==> config.mk <==
export PLATFORM = sky130hd
export DESIGN_NAME = casc_timer_pair
export DESIGN_NICKNAME = d
export VERILOG_FILES = /design/src/rtl/ctp_pkg.sv /design/src/rtl/ctp_sync.sv /design/src/rtl/ctp_quad_dec.sv /design/src/rtl/ctp_counter.sv /design/src/rtl/ctp_capture.sv /design/src/rtl/casc_timer_pair.sv
export SDC_FILE = /design/constraint.sdc
export NUM_CORES = 1
export LEC_CHECK = 0
export BUFFER_PORTS_ARGS = -buffer_cell sky130_fd_sc_hd__buf_2
export CORE_MARGIN = 2
export CORE_UTILIZATION = 45
export CTS_CLUSTER_SIZE = 28
export DETAILED_ROUTE_END_ITERATION = 12
export HOLD_SLACK_MARGIN = 0.02
export PLACE_DENSITY = 0.67
export REMOVE_ABC_BUFFERS = 1
export SLEW_MARGIN = 20
export SYNTH_ARGS = -nofsm -noshare
export SYNTH_HDL_FRONTEND = slang
export SYNTH_SLANG_ARGS = --single-unit
export TNS_END_PERCENT = 50
==> constraint.sdc <==
create_clock -name clk_i -period 4 [get_ports clk_i]
set_clock_uncertainty 0.1 [all_clocks]
set_input_delay 0.8 -clock clk_i [delete_from_list [all_inputs] [get_ports clk_i]]
set_output_delay 0.8 -clock clk_i [all_outputs]
set_load 0.01 [all_outputs]
==> src/rtl/ctp_pkg.sv <==
package ctp_pkg;
  localparam int unsigned ADDR_W = 3;

  localparam logic [ADDR_W-1:0] ADDR_CNT_LO = 3'd0;
  localparam logic [ADDR_W-1:0] ADDR_CNT_HI = 3'd1;
  localparam logic [ADDR_W-1:0] ADDR_MODE   = 3'd2;
  localparam logic [ADDR_W-1:0] ADDR_START  = 3'd3;
  localparam logic [ADDR_W-1:0] ADDR_XCAP   = 3'd4;

  localparam logic [2:0] SRC_CASCADE = 3'b111;

  localparam int unsigned MODE_PHASE_BIT = 3;
  localparam int unsigned N_CAP          = 4;

  typedef struct packed {
    logic up;
    logic dn;
  } step_t;
endpackage

==> src/rtl/ctp_sync.sv <==
module ctp_sync #(
  parameter int unsigned STAGES = 2
) (
  input  logic clk_i,
  input  logic rst_ni,
  input  logic d_i,
  output logic q_o
);
  logic [STAGES-1:0] chain_q;

  generate
    if (STAGES == 1) begin : g_one
      always_ff @(posedge clk_i or negedge rst_ni) begin
        if (!rst_ni) chain_q <= '0;
        else         chain_q <= d_i;
      end
    end else begin : g_many
      always_ff @(posedge clk_i or negedge rst_ni) begin
        if (!rst_ni) chain_q <= '0;
        else         chain_q <= {chain_q[STAGES-2:0], d_i};
      end
    end
  endgenerate

  assign q_o = chain_q[STAGES-1];
endmodule

==> src/rtl/ctp_quad_dec.sv <==
module ctp_quad_dec
  import ctp_pkg::*;
(
  input  logic  clk_i,
  input  logic  rst_ni,
  input  logic  a_i,
  input  logic  b_i,
  output step_t step_o
);
  logic [1:0] prev_q;
  logic       single;

  // exactly one input changed
  assign single = ^({a_i, b_i} ^ prev_q);

  always_comb begin
    step_o.up = single & (a_i == prev_q[0]);
    step_o.dn = single & (a_i != prev_q[0]);
  end

  always_ff @(posedge clk_i or negedge rst_ni) begin
    if (!rst_ni) prev_q <= 2'b00;
    else         prev_q <= {a_i, b_i};
  end
endmodule

==> src/rtl/ctp_counter.sv <==
module ctp_counter
  import ctp_pkg::*;
#(
  parameter int unsigned CNT_W = 16
) (
  input  logic             clk_i,
  input  logic             rst_ni,
  input  logic             run_i,
  input  step_t            step_i,
  input  logic             ld_i,
  input  logic [CNT_W-1:0] ld_val_i,
  output logic [CNT_W-1:0] cnt_o,
  output logic             ovf_o,
  output logic             unf_o
);
  logic [CNT_W-1:0] cnt_q;
  logic             go_up, go_dn;

  assign go_up = run_i & ~ld_i & step_i.up & ~step_i.dn;
  assign go_dn = run_i & ~ld_i & step_i.dn & ~step_i.up;
  assign ovf_o = go_up & (cnt_q == {CNT_W{1'b1}});
  assign unf_o = go_dn & (cnt_q == '0);

  always_ff @(posedge clk_i or negedge rst_ni) begin
    if (!rst_ni)    cnt_q <= '0;
    else if (ld_i)  cnt_q <= ld_val_i;
    else if (go_up) cnt_q <= cnt_q + 1'b1;
    else if (go_dn) cnt_q <= cnt_q - 1'b1;
  end

  assign cnt_o = cnt_q;
endmodule

==> src/rtl/ctp_capture.sv <==
module ctp_capture #(
  parameter int unsigned CNT_W = 16
) (
  input  logic             clk_i,
  input  logic             rst_ni,
  input  logic             lvl_i,
  input  logic             peer_rise_i,
  input  logic             peer_en_i,
  input  logic [CNT_W-1:0] cnt_i,
  output logic             rise_o,
  output logic             fire_o,
  output logic [CNT_W-1:0] cap_o
);
  logic             lvl_q;
  logic [CNT_W-1:0] cap_q;

  assign rise_o = lvl_i & ~lvl_q;
  // simultaneous own and peer edges collapse into one load
  assign fire_o = rise_o | (peer_en_i & peer_rise_i);

  always_ff @(posedge clk_i or negedge rst_ni) begin
    if (!rst_ni) begin
      lvl_q <= 1'b0;
      cap_q <= '0;
    end else begin
      lvl_q <= lvl_i;
      if (fire_o) cap_q <= cnt_i;
    end
  end

  assign cap_o = cap_q;
endmodule

==> src/rtl/casc_timer_pair.sv <==
module casc_timer_pair
  import ctp_pkg::*;
#(
  parameter int unsigned CNT_W       = 16,
  parameter int unsigned SYNC_STAGES = 2
) (
  input  logic              clk_i,
  input  logic              rst_ni,
  input  logic              wr_en_i,
  input  logic [ADDR_W-1:0] wr_addr_i,
  input  logic [CNT_W-1:0]  wr_data_i,
  input  logic              phase_a_i,
  input  logic              phase_b_i,
  input  logic              cap_lo_a_i,
  input  logic              cap_lo_b_i,
  input  logic              cap_hi_a_i,
  input  logic              cap_hi_b_i,
  output logic [CNT_W-1:0]  cnt_lo_o,
  output logic [CNT_W-1:0]  cnt_hi_o,
  output logic [CNT_W-1:0]  cap_lo_a_o,
  output logic [CNT_W-1:0]  cap_lo_b_o,
  output logic [CNT_W-1:0]  cap_hi_a_o,
  output logic [CNT_W-1:0]  cap_hi_b_o
);
  localparam int unsigned MODE_W = MODE_PHASE_BIT + 1;

  logic [MODE_W-1:0] mode_q;
  logic [1:0]        start_q;
  logic [N_CAP-1:0]  xcap_q;

  logic wr_lo, wr_hi, casc, lo_phase;
  logic pa_s, pb_s;
  step_t quad_step, lo_step, hi_step;
  logic lo_ovf, lo_unf, hi_ovf, hi_unf;

  logic [CNT_W-1:0] cnt [2];
  logic [CNT_W-1:0] cap_val [N_CAP];
  logic [N_CAP-1:0] pin_raw, pin_s, pin_rise, cap_fire;

  assign wr_lo    = wr_en_i && (wr_addr_i == ADDR_CNT_LO);
  assign wr_hi    = wr_en_i && (wr_addr_i == ADDR_CNT_HI);
  assign casc     = (mode_q[2:0] == SRC_CASCADE);
  assign lo_phase = mode_q[MODE_PHASE_BIT];

  always_ff @(posedge clk_i or negedge rst_ni) begin
    if (!rst_ni) begin
      mode_q  <= '0;
      start_q <= '0;
      xcap_q  <= '0;
    end else if (wr_en_i) begin
      unique case (wr_addr_i)
        ADDR_MODE:  mode_q  <= wr_data_i[MODE_W-1:0];
        ADDR_START: start_q <= wr_data_i[1:0];
        ADDR_XCAP:  xcap_q  <= wr_data_i[N_CAP-1:0];
        default: ;
      endcase
    end
  end

  ctp_sync #(.STAGES(SYNC_STAGES)) u_sync_pa (
    .clk_i, .rst_ni, .d_i(phase_a_i), .q_o(pa_s)
  );
  ctp_sync #(.STAGES(SYNC_STAGES)) u_sync_pb (
    .clk_i, .rst_ni, .d_i(phase_b_i), .q_o(pb_s)
  );

  ctp_quad_dec u_quad (
    .clk_i, .rst_ni, .a_i(pa_s), .b_i(pb_s), .step_o(quad_step)
  );

  always_comb begin
    lo_step = lo_phase ? quad_step : '{up: 1'b1, dn: 1'b0};
    hi_step = casc ? '{up: lo_ovf, dn: lo_unf} : '{up: 1'b1, dn: 1'b0};
  end

  ctp_counter #(.CNT_W(CNT_W)) u_cnt_lo (
    .clk_i, .rst_ni,
    .run_i(start_q[0]), .step_i(lo_step),
    .ld_i(wr_lo), .ld_val_i(wr_data_i),
    .cnt_o(cnt[0]), .ovf_o(lo_ovf), .unf_o(lo_unf)
  );

  ctp_counter #(.CNT_W(CNT_W)) u_cnt_hi (
    .clk_i, .rst_ni,
    .run_i(start_q[1]), .step_i(hi_step),
    .ld_i(wr_hi), .ld_val_i(wr_data_i),
    .cnt_o(cnt[1]), .ovf_o(hi_ovf), .unf_o(hi_unf)
  );

  // upper wrap events have no consumer in this block
  logic hi_wrap_unused;
  assign hi_wrap_unused = hi_ovf ^ hi_unf;

  // index: 0 lo A, 1 lo B, 2 hi A, 3 hi B; peer of i is i^2
  assign pin_raw = {cap_hi_b_i, cap_hi_a_i, cap_lo_b_i, cap_lo_a_i};

  for (genvar i = 0; i < N_CAP; i++) begin : g_cap
    localparam int unsigned PEER = i ^ 2;
    localparam int unsigned CH   = i / 2;

    ctp_sync #(.STAGES(SYNC_STAGES)) u_sync (
      .clk_i, .rst_ni, .d_i(pin_raw[i]), .q_o(pin_s[i])
    );

    ctp_capture #(.CNT_W(CNT_W)) u_cap (
      .clk_i, .rst_ni,
      .lvl_i(pin_s[i]),
      .peer_rise_i(pin_rise[PEER]),
      .peer_en_i(xcap_q[i]),
      .cnt_i(cnt[CH]),
      .rise_o(pin_rise[i]),
      .fire_o(cap_fire[i]),
      .cap_o(cap_val[i])
    );
  end

  assign cnt_lo_o   = cnt[0];
  assign cnt_hi_o   = cnt[1];
  assign cap_lo_a_o = cap_val[0];
  assign cap_lo_b_o = cap_val[1];
  assign cap_hi_a_o = cap_val[2];
  assign cap_hi_b_o = cap_val[3];
endmodule

# Word-level counts from Yosys, hierarchy flattened
# Cells that the tools add are included.
dict set report word_totals {
  ff_bits 124
  inputBits 28
  output_inout_bits 96
  elab_cells 87
}
dict set report op_classes {
  add_sub_neg 4
  eq_ne 8
  mux 8
  n_bitwise 37
  reduce_logical 10
}
# op count
set ops {}
lappend ops {{16-bit 2-to-1 mux} 6}
lappend ops {{16-bit by 1-bit adder with 16-bit output, second input constant} 2}
lappend ops {{16-bit by 1-bit subtractor with 16-bit output, second input constant} 2}
lappend ops {{1-bit bitwise AND} 22}
lappend ops {{16-bit equality test, second input constant} 1}
lappend ops {{16-bit zero test} 1}
lappend ops {{1-bit inverter} 10}
lappend ops {{3-bit by 2-bit equality test with 1-bit output, second input constant} 2}
lappend ops {{3-bit equality test, second input constant} 2}
lappend ops {{2-bit AND reduction} 3}
lappend ops {{3-bit nonzero test} 2}
lappend ops {{2-bit 2-to-1 mux} 2}
lappend ops {{1-bit bitwise OR} 4}
lappend ops {{3-bit by 1-bit equality test with 1-bit output, second input constant} 1}
lappend ops {{3-bit zero test} 1}
lappend ops {{1-bit logical AND} 2}
lappend ops {{2-bit XOR reduction} 1}
lappend ops {{2-bit bitwise XOR} 1}
lappend ops {{1-bit equality test} 1}
lappend ops {{1-bit != test} 1}

# Depth between registers and ports, before layout
# Gate-level depths: netlist of run 1.
dict set report depth {
  ltp_word 13
  depth_mapped 14
  mapped_depth_nobuf 13
}

# Modules after synthesis
# Synthesis of run 1 repeated with hierarchy kept, for this count alone.
dict set report unflattened {
  hier_cells 578
  area_unflattened_um2 6827.8
}
# mod instances cells_per_inst area_each_um2 seq_area_each_um2
set modules_own_cells {}
lappend modules_own_cells {ctp_capture 4 37 691.9 425.4}
lappend modules_own_cells {{ctp_counter at u_cnt_hi} 1 202 1660.3 400.4}
lappend modules_own_cells {{ctp_counter at u_cnt_lo} 1 181 1536.5 400.4}
lappend modules_own_cells {casc_timer_pair 1 29 485.5 250.2}
lappend modules_own_cells {ctp_sync 6 2 50.0 50.0}
lappend modules_own_cells {ctp_quad_dec 1 6 77.6 50.0}

# Least setup slack after synthesis of run 1
# OpenSTA, ideal clock, no wires.
dict set report synth_timing {
  path_kind {input to register}
  startpoint {in wr_addr_i[0]}
  endpoint {reg u_cnt_hi.cnt_q[12] (netlist: u_cnt_hi.cnt_o[12])}
  setup_ns 0.137
  t_arrival_ns 3.727
  t_required_ns 3.763
  slack_ns 0.036
  cell_stages 13
  n_path_buf 2
  cell_sequence {or4b_1 > buf_4 > a41oi_2 > or2_1 > buf_2 > ha_1 > nor2b_1 > o31a_1 > o21ai_1 > a21oi_1 > or4_1 > a31oi_1 > a21oi_1}
}
dict set report synth_via {
  elab_chain_cells 12
  elab_cells_between_ends 24
  classes_between {eq/ne: 1; mux: 3; bitwise: 16; reduce/logical: 4}
}
# item line
set synth_lines {}
lappend synth_lines {{start: declaration} casc_timer_pair.sv:10} ;# input logic [ADDR_W-1:0] wr_addr_i,
lappend synth_lines {{3-bit zero test} casc_timer_pair.sv:40} ;# assign wr_lo = wr_en_i && (wr_addr_i == ADDR_CNT_LO);
lappend synth_lines {{1-bit logical AND} casc_timer_pair.sv:40}
lappend synth_lines {{1-bit inverter} {ctp_counter.sv:19, ctp_counter.sv:20}}
lappend synth_lines {{1-bit bitwise AND} {ctp_counter.sv:19, ctp_counter.sv:20}}
lappend synth_lines {{1-bit bitwise AND, on equally long branches (2 in a row)} {ctp_counter.sv:19, ctp_counter.sv:20}}
lappend synth_lines {{1-bit bitwise AND, on equally long branches} {ctp_counter.sv:21, ctp_counter.sv:22}}
lappend synth_lines {{2-bit 2-to-1 mux} casc_timer_pair.sv:73} ;# hi_step = casc ? '{up: lo_ovf, dn: lo_unf} : '{up: 1'b1, dn: 1'b0};
lappend synth_lines {{1-bit bitwise AND or 1-bit inverter (tied branches)} ctp_counter.sv:19} ;# assign go_up = run_i & ~ld_i & step_i.up & ~step_i.dn;
lappend synth_lines {{1-bit bitwise AND} ctp_counter.sv:19}
lappend synth_lines {{16-bit 2-to-1 mux} ctp_counter.sv:27} ;# else if (go_up) cnt_q <= cnt_q + 1'b1;
lappend synth_lines {{16-bit 2-to-1 mux} ctp_counter.sv:26} ;# else if (ld_i) cnt_q <= ld_val_i;
lappend synth_lines {{end signal: assignment} ctp_counter.sv:26}
lappend synth_lines {{end signal: assignment} ctp_counter.sv:27}
lappend synth_lines {{end signal: assignment} ctp_counter.sv:28} ;# else if (go_dn) cnt_q <= cnt_q - 1'b1;
lappend synth_lines {{end: declaration} ctp_counter.sv:16} ;# logic [CNT_W-1:0] cnt_q;
# Several ways; a longest one is shown, not always the timed one.
# A chain may end at the register's enable or synchronous reset.

# Final worst setup path of run 1
dict set report layout_timing {
  startpoint {reg u_cnt_lo.cnt_q[13] (netlist: u_cnt_lo.cnt_o[13])}
  endpoint {reg u_cnt_hi.cnt_q[12] (netlist: u_cnt_hi.cnt_o[12])}
}
dict set report layout_via {
  elab_chain_cells 7
  elab_cells_between_ends 14
  classes_between {eq/ne: 1; mux: 3; bitwise: 8; reduce/logical: 2}
}
# item line
set layout_lines {}
lappend layout_lines {{start: declaration} ctp_counter.sv:16}
lappend layout_lines {{start signal: assignment} ctp_counter.sv:26}
lappend layout_lines {{start signal: assignment} ctp_counter.sv:27}
lappend layout_lines {{start signal: assignment} ctp_counter.sv:28}
lappend layout_lines {{16-bit equality test or 16-bit zero test (tied branches)} {ctp_counter.sv:21, ctp_counter.sv:22}}
lappend layout_lines {{1-bit bitwise AND, on equally long branches} {ctp_counter.sv:21, ctp_counter.sv:22}}
lappend layout_lines {{2-bit 2-to-1 mux (*)} casc_timer_pair.sv:73}
lappend layout_lines {{1-bit bitwise AND or 1-bit inverter (tied branches)} ctp_counter.sv:19}
lappend layout_lines {{1-bit bitwise AND} ctp_counter.sv:19}
lappend layout_lines {{16-bit 2-to-1 mux} ctp_counter.sv:27}
lappend layout_lines {{16-bit 2-to-1 mux} ctp_counter.sv:26}
# Every way passes the cells marked *; elsewhere a longest branch is shown, timed or not.

==> results.json, run 1 <==
{
  "crit_buf_inv": 1,
  "peakVddDrop_v": 0.0003447,
  "reg2reg_from": "u_cnt_lo.cnt_o[13]$_DFFE_PN0P_",
  "crit_path_cell_trace": "nand4_1, nor4_1, a41oi_2, or2_1, buf_4, ha_1, o21a_1, o31a_1, o21ai_1, a21oi_1, or4_1, a31oi_1, a21oi_1",
  "combPwrFrac": 0.485,
  "layout_commonest_cell": "dfrtp_1",
  "synthFlopType": "dfrtp_1",
  "r2r_cells": 13,
  "cts_hold_buffers": 0,
  "ctsResizeCount": 0,
  "grt_overflow": 0,
  "antenna_found_initial": 0,
  "drv_cap": 0,
  "first_global_vias": 4720,
  "diodes": 0,
  "routed_wl_um": 14800,
  "dieArea_um2": 14950,
  "dr_total_vias": 4902,
  "p_int_uw": 4348,
  "p_per_area_nw_per_um2": 908.7,
  "cpLargestDelayFamily": "simple AND/OR/NAND/NOR gates",
  "cpPeakStageDelay_ns": 0.47,
  "die_y_um": 122.3,
  "ff2ff_setup_slack_ns": 0.30,
  "min_from": "g_cap[1].u_sync.chain_q[0]$_DFF_PN0_",
  "worstPathRequired_ns": 4.19,
  "post-route-period-util": 0.9246,
  "p_leak_uw": 0.003534,
  "numCtsBuffers": 17,
  "io_buffers": 123,
  "async_flop_share": 1.000,
  "synthCells": 558,
  "start_util": 0.4569,
  "hold_path_depth": 0,
  "finalMaxSlewViolations": 0,
  "yosysWarnings": 0,
  "pwr-share-seq": 0.310,
  "num_rows": 43,
  "rsz0062_at_grt": "no",
  "period_needed_ns": 3.699,
  "post-route-util": 0.5664,
  "most-common-layout-cells": "dfrtp_1 (124), buf_2 (122), mux2_2 (74)",
  "finalNetCount": 760,
  "wire_per_inst_um": 16.57,
  "setup_violations": 0,
  "cts_buffer_depth": 2,
  "clk_latency_ns": 0.42,
  "worst_path_max_delay_cell": "dfrtp_1",
  "reg2reg_to": "u_cnt_hi.cnt_o[12]$_DFFE_PN0P_",
  "netlist_area_um2": 6294,
  "cts_tree": "built",
  "arrival_ns": 3.89,
  "top_level_ports": 124,
  "synth-seq-cells": 124,
  "gp_congestion": 0.8833,
  "vias_per_cell": 5.489,
  "area_growth_pct": 23.96,
  "crit_fanout": 15,
  "cp-start-kind": "flop",
  "pwr-share-clk": 0.206,
  "yosysSeqAreaShare": 0.4930,
  "path_clk_slew_ns": 0.06,
  "grt_max_degree": 83,
  "drt_first_pass_iters": 4,
  "clkSinkCount": 124,
  "final_hold_viol_count": 0,
  "postCtsSetupRepairBufs": 0,
  "core_area_um2": 13770,
  "slew_headroom": 0.2649,
  "cts-root-buf": "clkbuf_16",
  "syn_area_per_cell_um2": 11.28,
  "grt_usage": 0.2088,
  "min_to": "g_cap[1].u_sync.chain_q[1]$_DFF_PN0_",
  "whs_ns": 0.2467,
  "p_sw_uw": 2741,
  "dpl.hpwl_um": 10880,
  "swShare": 0.3867,
  "crit_path_frequent_cell": "a21oi_1",
  "hold_path_class": "flop to flop",
  "die_w_um": 122.3,
  "drive_gt1_frac": 0.3633,
  "fmax_ghz": 0.2704,
  "htreeDepth": 4,
  "synth_cell_types": 55,
  "synth_edf_count": 0,
  "tightest_slew_ns": 1.096,
  "status": "complete, no violations",
  "crit_type": "flop to flop",
  "grt_pass1_wl_um": 23920,
  "ant_nets": 0,
  "drt_iter0_markers": 235,
  "crit_path_end_kind": "flop",
  "drc": 0
}
-- layout make-up --
type | instances | area (um2)
tap | 180 | 225.2
multi-input combinational | 405 | 3068
fill | 1235 | 5972
timing repair buffer | 143 | 797.0
sequential | 124 | 3103
inverter | 9 | 33.78
clock inverter | 10 | 90.09
clock buffer | 22 | 484.2
-- power groups by stage --
stage               Sequential, uW  Clock [uW]  Combinational, uW
floorplan                     2410           0               2050
global placement              2180           0               3320
detailed placement            2220           0               3430
CTS                           2200        1480               3460
global route                  2270        1550               3830
finish                        2190        1460               3440
-- cells by family after synthesis --
family / Yosys count / share of synthesized area
and+or+nand+nor: 140 / 0.1105
DFF: 124 / 0.4930
AOI/OAI and AO/OA: 116 / 0.1137
muxes: 92 / 0.1610
adders and majority gates: 32 / 0.06600
buffers and inverters: 29 / 0.02087
xor gates and xnor gates: 25 / 0.03479
-- routing by layer --
| layer | global-route usage | wire (um) | part of all wire | vias up |
|---|---|---|---|---|
| met1 | 0.2783 | 6618 | 0.45 | 2408 |
| li1 | - | - | - | 2326 |
| met3 | 0.04368 | 854 | 0.058 | 25 |
| met4 | 0.09339 | 275 | 0.019 | 0 |
| met5 | 0 | 0 | 0 | - |
| met2 | 0.3292 | 7047 | 0.48 | 143 |
-- sequential cells by signal, indices dropped and copies added (netlist names), 4 cells and up --
signal / count
mode_q: 4
u_cnt_hi.cnt_o: 16
g_cap.u_cap.cap_o: 64
g_cap.u_sync.chain_q: 8
g_cap.u_cap.lvl_q: 4
xcap_q: 4
u_cnt_lo.cnt_o: 16
-- per-stage QoR --
| stage | std cells | total power [uW] | area, um2 | setup WS (ns) | TNS (ns) |
|---|---|---|---|---|---|
| after global placement | 861 | 5505 | 7223 | 0.03452 | 0 |
| final | 893 | 7089 | 7801 | 0.3015 | 0 |
| after detailed placement | 861 | 5652 | 7223 | -0.08558 | -0.1376 |
| after global routing | 893 | 7649 | 7801 | 0.02855 | 0 |
| after CTS | 893 | 7135 | 7797 | 0.3318 | 0 |
| after floorplan | 538 | 4459 | 6196 | -0.2903 | -0.5824 |
-- Yosys cell counts (11+ instances only) --
cell type  count  area share
a21oi_1       32       0.025
clkbuf_1      13      0.0078
dfrtp_1      124        0.49
ha_1          30       0.060
mux2_2        74        0.13
mux2i_1       18       0.029
nand2_1       38       0.023
nand3_1       11      0.0087
nor2_1        36       0.021
nor2b_1       12       0.012
o21ai_0       38       0.030
xnor2_1       17       0.024
-- worst max-delay path by stage --
stage,startpoint,endpoint,cells past startpoint
floorplan,wr_en_i,u_cnt_hi.cnt_o[12]$_DFFE_PN0P_,12
global placement,wr_addr_i[0],u_cnt_hi.cnt_o[12]$_DFFE_PN0P_,13
detailed placement,wr_addr_i[0],u_cnt_hi.cnt_o[12]$_DFFE_PN0P_,13
CTS,u_cnt_lo.cnt_o[13]$_DFFE_PN0P_,u_cnt_hi.cnt_o[12]$_DFFE_PN0P_,13
global route,u_cnt_lo.cnt_o[1]$_DFFE_PN0P_,u_cnt_hi.cnt_o[13]$_DFFE_PN0P_,13
finish,u_cnt_lo.cnt_o[13]$_DFFE_PN0P_,u_cnt_hi.cnt_o[12]$_DFFE_PN0P_,13
Power figures use the tool's default switching activity.
==> inputs of run 2 (changes only) <==
--- a/config.mk
+++ b/config.mk
@@ -5,13 +5,12 @@
 export SDC_FILE = /design/constraint.sdc
 export NUM_CORES = 1
 export LEC_CHECK = 0
-export BUFFER_PORTS_ARGS = -buffer_cell sky130_fd_sc_hd__buf_2
 export CORE_MARGIN = 2
 export CORE_UTILIZATION = 45
 export CTS_CLUSTER_SIZE = 28
 export DETAILED_ROUTE_END_ITERATION = 12
+export DONT_BUFFER_PORTS = 1
 export HOLD_SLACK_MARGIN = 0.02
-export PLACE_DENSITY = 0.67
 export REMOVE_ABC_BUFFERS = 1
 export SLEW_MARGIN = 20
 export SYNTH_ARGS = -nofsm -noshare
==> run 2 against run 1 <==
  * Final cell count is 14% lower
  * Die area stayed put
  * Via count is 10% lower
  * Worst setup slack better by 0.10 ns
  * Sequential cell count stayed put
  * Count of clock-buffer cells in the layout is 4 lower
  * Clock power is 10% higher
  * Sequential share of layout area is 3.0 points higher
  * Cell area is 6.9% lower
  * Hold slack worse by 0.066 ns
  * Combinational power is 18% lower
  * Non-clock buffer count is 121 lower
  * Critical endpoint unchanged
  * Largest cell class unchanged
  * Largest power group unchanged
  * Highest routed layer unchanged
==> results.json, run 2 (synthesis gave the netlist of run 1 again) <==
{
  "status": "complete, no violations",
  "peakVddDrop_v": 0.0003366,
  "dpl.hpwl_um": 10500,
  "antenna_found_initial": 0,
  "dieArea_um2": 14950,
  "combPwrFrac": 0.412,
  "routed_wl_um": 14610,
  "drive_gt1_frac": 0.2348,
  "cts-root-buf": "clkbuf_16",
  "start_util": 0.4569,
  "grt_overflow": 0,
  "path_clk_slew_ns": 0.06,
  "die_w_um": 122.3,
  "pwr-share-seq": 0.353,
  "most-common-layout-cells": "dfrtp_1 (124), mux2_2 (74), nand2_1 (38), o21ai_0 (38), nor2_1 (36)",
  "gp_congestion": 0.9071,
  "clkSinkCount": 124,
  "layout.cells.non_filler": 772,
  "drv_cap": 0,
  "vias_per_cell": 5.707,
  "crit_type": "flop to flop",
  "pwr-share-clk": 0.235,
  "worstPathRequired_ns": 4.20,
  "tightest_slew_ns": 1.043,
  "first_global_vias": 4556,
  "die_y_um": 122.3,
  "htreeDepth": 4,
  "finalNetCount": 639,
  "final_hold_viol_count": 0,
  "core_area_um2": 13770,
  "swShare": 0.3933,
  "p_int_uw": 4141,
  "drc": 0,
  "layout_commonest_cell": "dfrtp_1",
  "numCtsBuffers": 17,
  "p_leak_uw": 0.003091,
  "whs_ns": 0.1811,
  "area_growth_pct": 15.35,
  "p_per_area_nw_per_um2": 940.3,
  "period_needed_ns": 3.598,
  "fmax_ghz": 0.2779,
  "clk_latency_ns": 0.43,
  "multi_input_area_um2": 3075,
  "num_rows": 43,
  "ctsResizeCount": 0,
  "grt_usage": 0.2116,
  "cts_hold_buffers": 1,
  "fill_cells": 1240,
  "rsz0062_at_grt": "no",
  "fin_setup_tns_ns": 0,
  "setup_violations": 0,
  "cp-start-kind": "flop",
  "grt_max_degree": 125,
  "placed_cell_area_um2": 6600,
  "diodes": 0,
  "grt_pass1_wl_um": 24030,
  "crit_path_end_kind": "flop",
  "finalMaxSlewViolations": 0,
  "arrival_ns": 3.80,
  "io_buffers": 0,
  "postCtsSetupRepairBufs": 0,
  "crit_fanout": 10,
  "p_sw_uw": 2685,
  "total_power_uw": 6826,
  "dr_total_vias": 4406,
  "cts_tree": "built",
  "top_level_ports": 124,
  "drt_iter0_markers": 196,
  "final_area_um2": 7259,
  "wire_per_inst_um": 18.93,
  "drt_first_pass_iters": 4,
  "regArea_um2": 3103,
  "slew_headroom": 0.3049,
  "post-route-period-util": 0.8995,
  "cts_buffer_depth": 2,
  "ant_nets": 0,
  "post-place-cells": 739,
  "largest_register_ffs": 64,
  "hold_path_class": "input pin to asynchronous set/reset pin"
}
[run 2: cell types whose count changed in the layout (fill, tap and decap cells not counted), moves of 2 or more]
cell	previous run	this run
clkbuf_8	4	1
bufinv_16	1	3
clkinv_4	0	3
buf_2	122	0
inv_6	0	4
clkinv_2	3	0
buf_4	18	20
clkinvlp_4	6	3
[run 2: final timing paths]
| path | from | end | slack, ns | cells after the start |
|---|---|---|---|---|
| worst max-delay path | u_cnt_lo.cnt_o[5]$_DFFE_PN0P_ | u_cnt_hi.cnt_o[12]$_DFFE_PN0P_ | 0.40 | 14 |
| worst min-delay path | rst_ni | g_cap[0].u_cap.cap_o[11]$_DFFE_PN0P_ | 0.18 | 1 |
| worst max register to register | u_cnt_lo.cnt_o[5]$_DFFE_PN0P_ | u_cnt_hi.cnt_o[12]$_DFFE_PN0P_ | 0.40 | 14 |
| worst min register to register | g_cap[0].u_sync.chain_q[0]$_DFF_PN0_ | g_cap[0].u_sync.chain_q[1]$_DFF_PN0_ | 0.25 | 0 |
| max in group asynchronous | rst_ni | g_cap[0].u_cap.cap_o[10]$_DFFE_PN0P_ | 3.05 | 1 |
| min in group clk_i | g_cap[0].u_sync.chain_q[0]$_DFF_PN0_ | g_cap[0].u_sync.chain_q[1]$_DFF_PN0_ | 0.25 | 0 |
[run 2: final cells by class]
| class | instances | share of cell area |
|---|---|---|
| Inverter | 9 | 0.004654 |
| Clock buffer | 18 | 0.06050 |
| Sequential cell | 124 | 0.4274 |
| Tap cell | 180 | 0.03102 |
| Multi-Input combinational cell | 405 | 0.4236 |
| Clock inverter | 14 | 0.02551 |
| Timing Repair Buffer | 22 | 0.02723 |
[run 2: power groups by stage]
stage / sequential, uW / clock [uW] / combinational [uW]
after global placement: 2420 / 0 / 2690
final: 2410 / 1610 / 2810
after detailed placement: 2440 / 0 / 2770
after global routing: 2490 / 1710 / 3170
after CTS: 2420 / 1640 / 2820
after floorplan: 2410 / 0 / 2050
[run 2: metrics by stage]
step	setup WS, ns	util
after CTS	0.3766	0.5265
final	0.4019	0.5271
after detailed placement	0.02806	0.4792
after global routing	0.07156	0.5271
after global placement	0.1405	0.4792
after floorplan	-0.2903	-
[run 2: worst max-delay path: stages, from the launching register on]
cell and delay [ns]:
dfrtp_1 0.53, nand4_1 0.13, nor4_1 0.29, a41oi_2 0.18, or2_1 0.29, buf_4 0.19
inv_1 0.08, fa_1 0.19, nor2b_1 0.07, o31a_1 0.28, o21ai_1 0.26, a21oi_1 0.19
or4_1 0.42, a31oi_1 0.17, a21oi_1 0.08
[run 2: per-layer routing]
layer,GRT usage,vias up,part of all wire
li1,-,2072,-
met1,0.2651,2179,0.44
met2,0.3337,135,0.47
met3,0.07946,20,0.075
met4,0.07902,0,0.018
met5,0,-,0
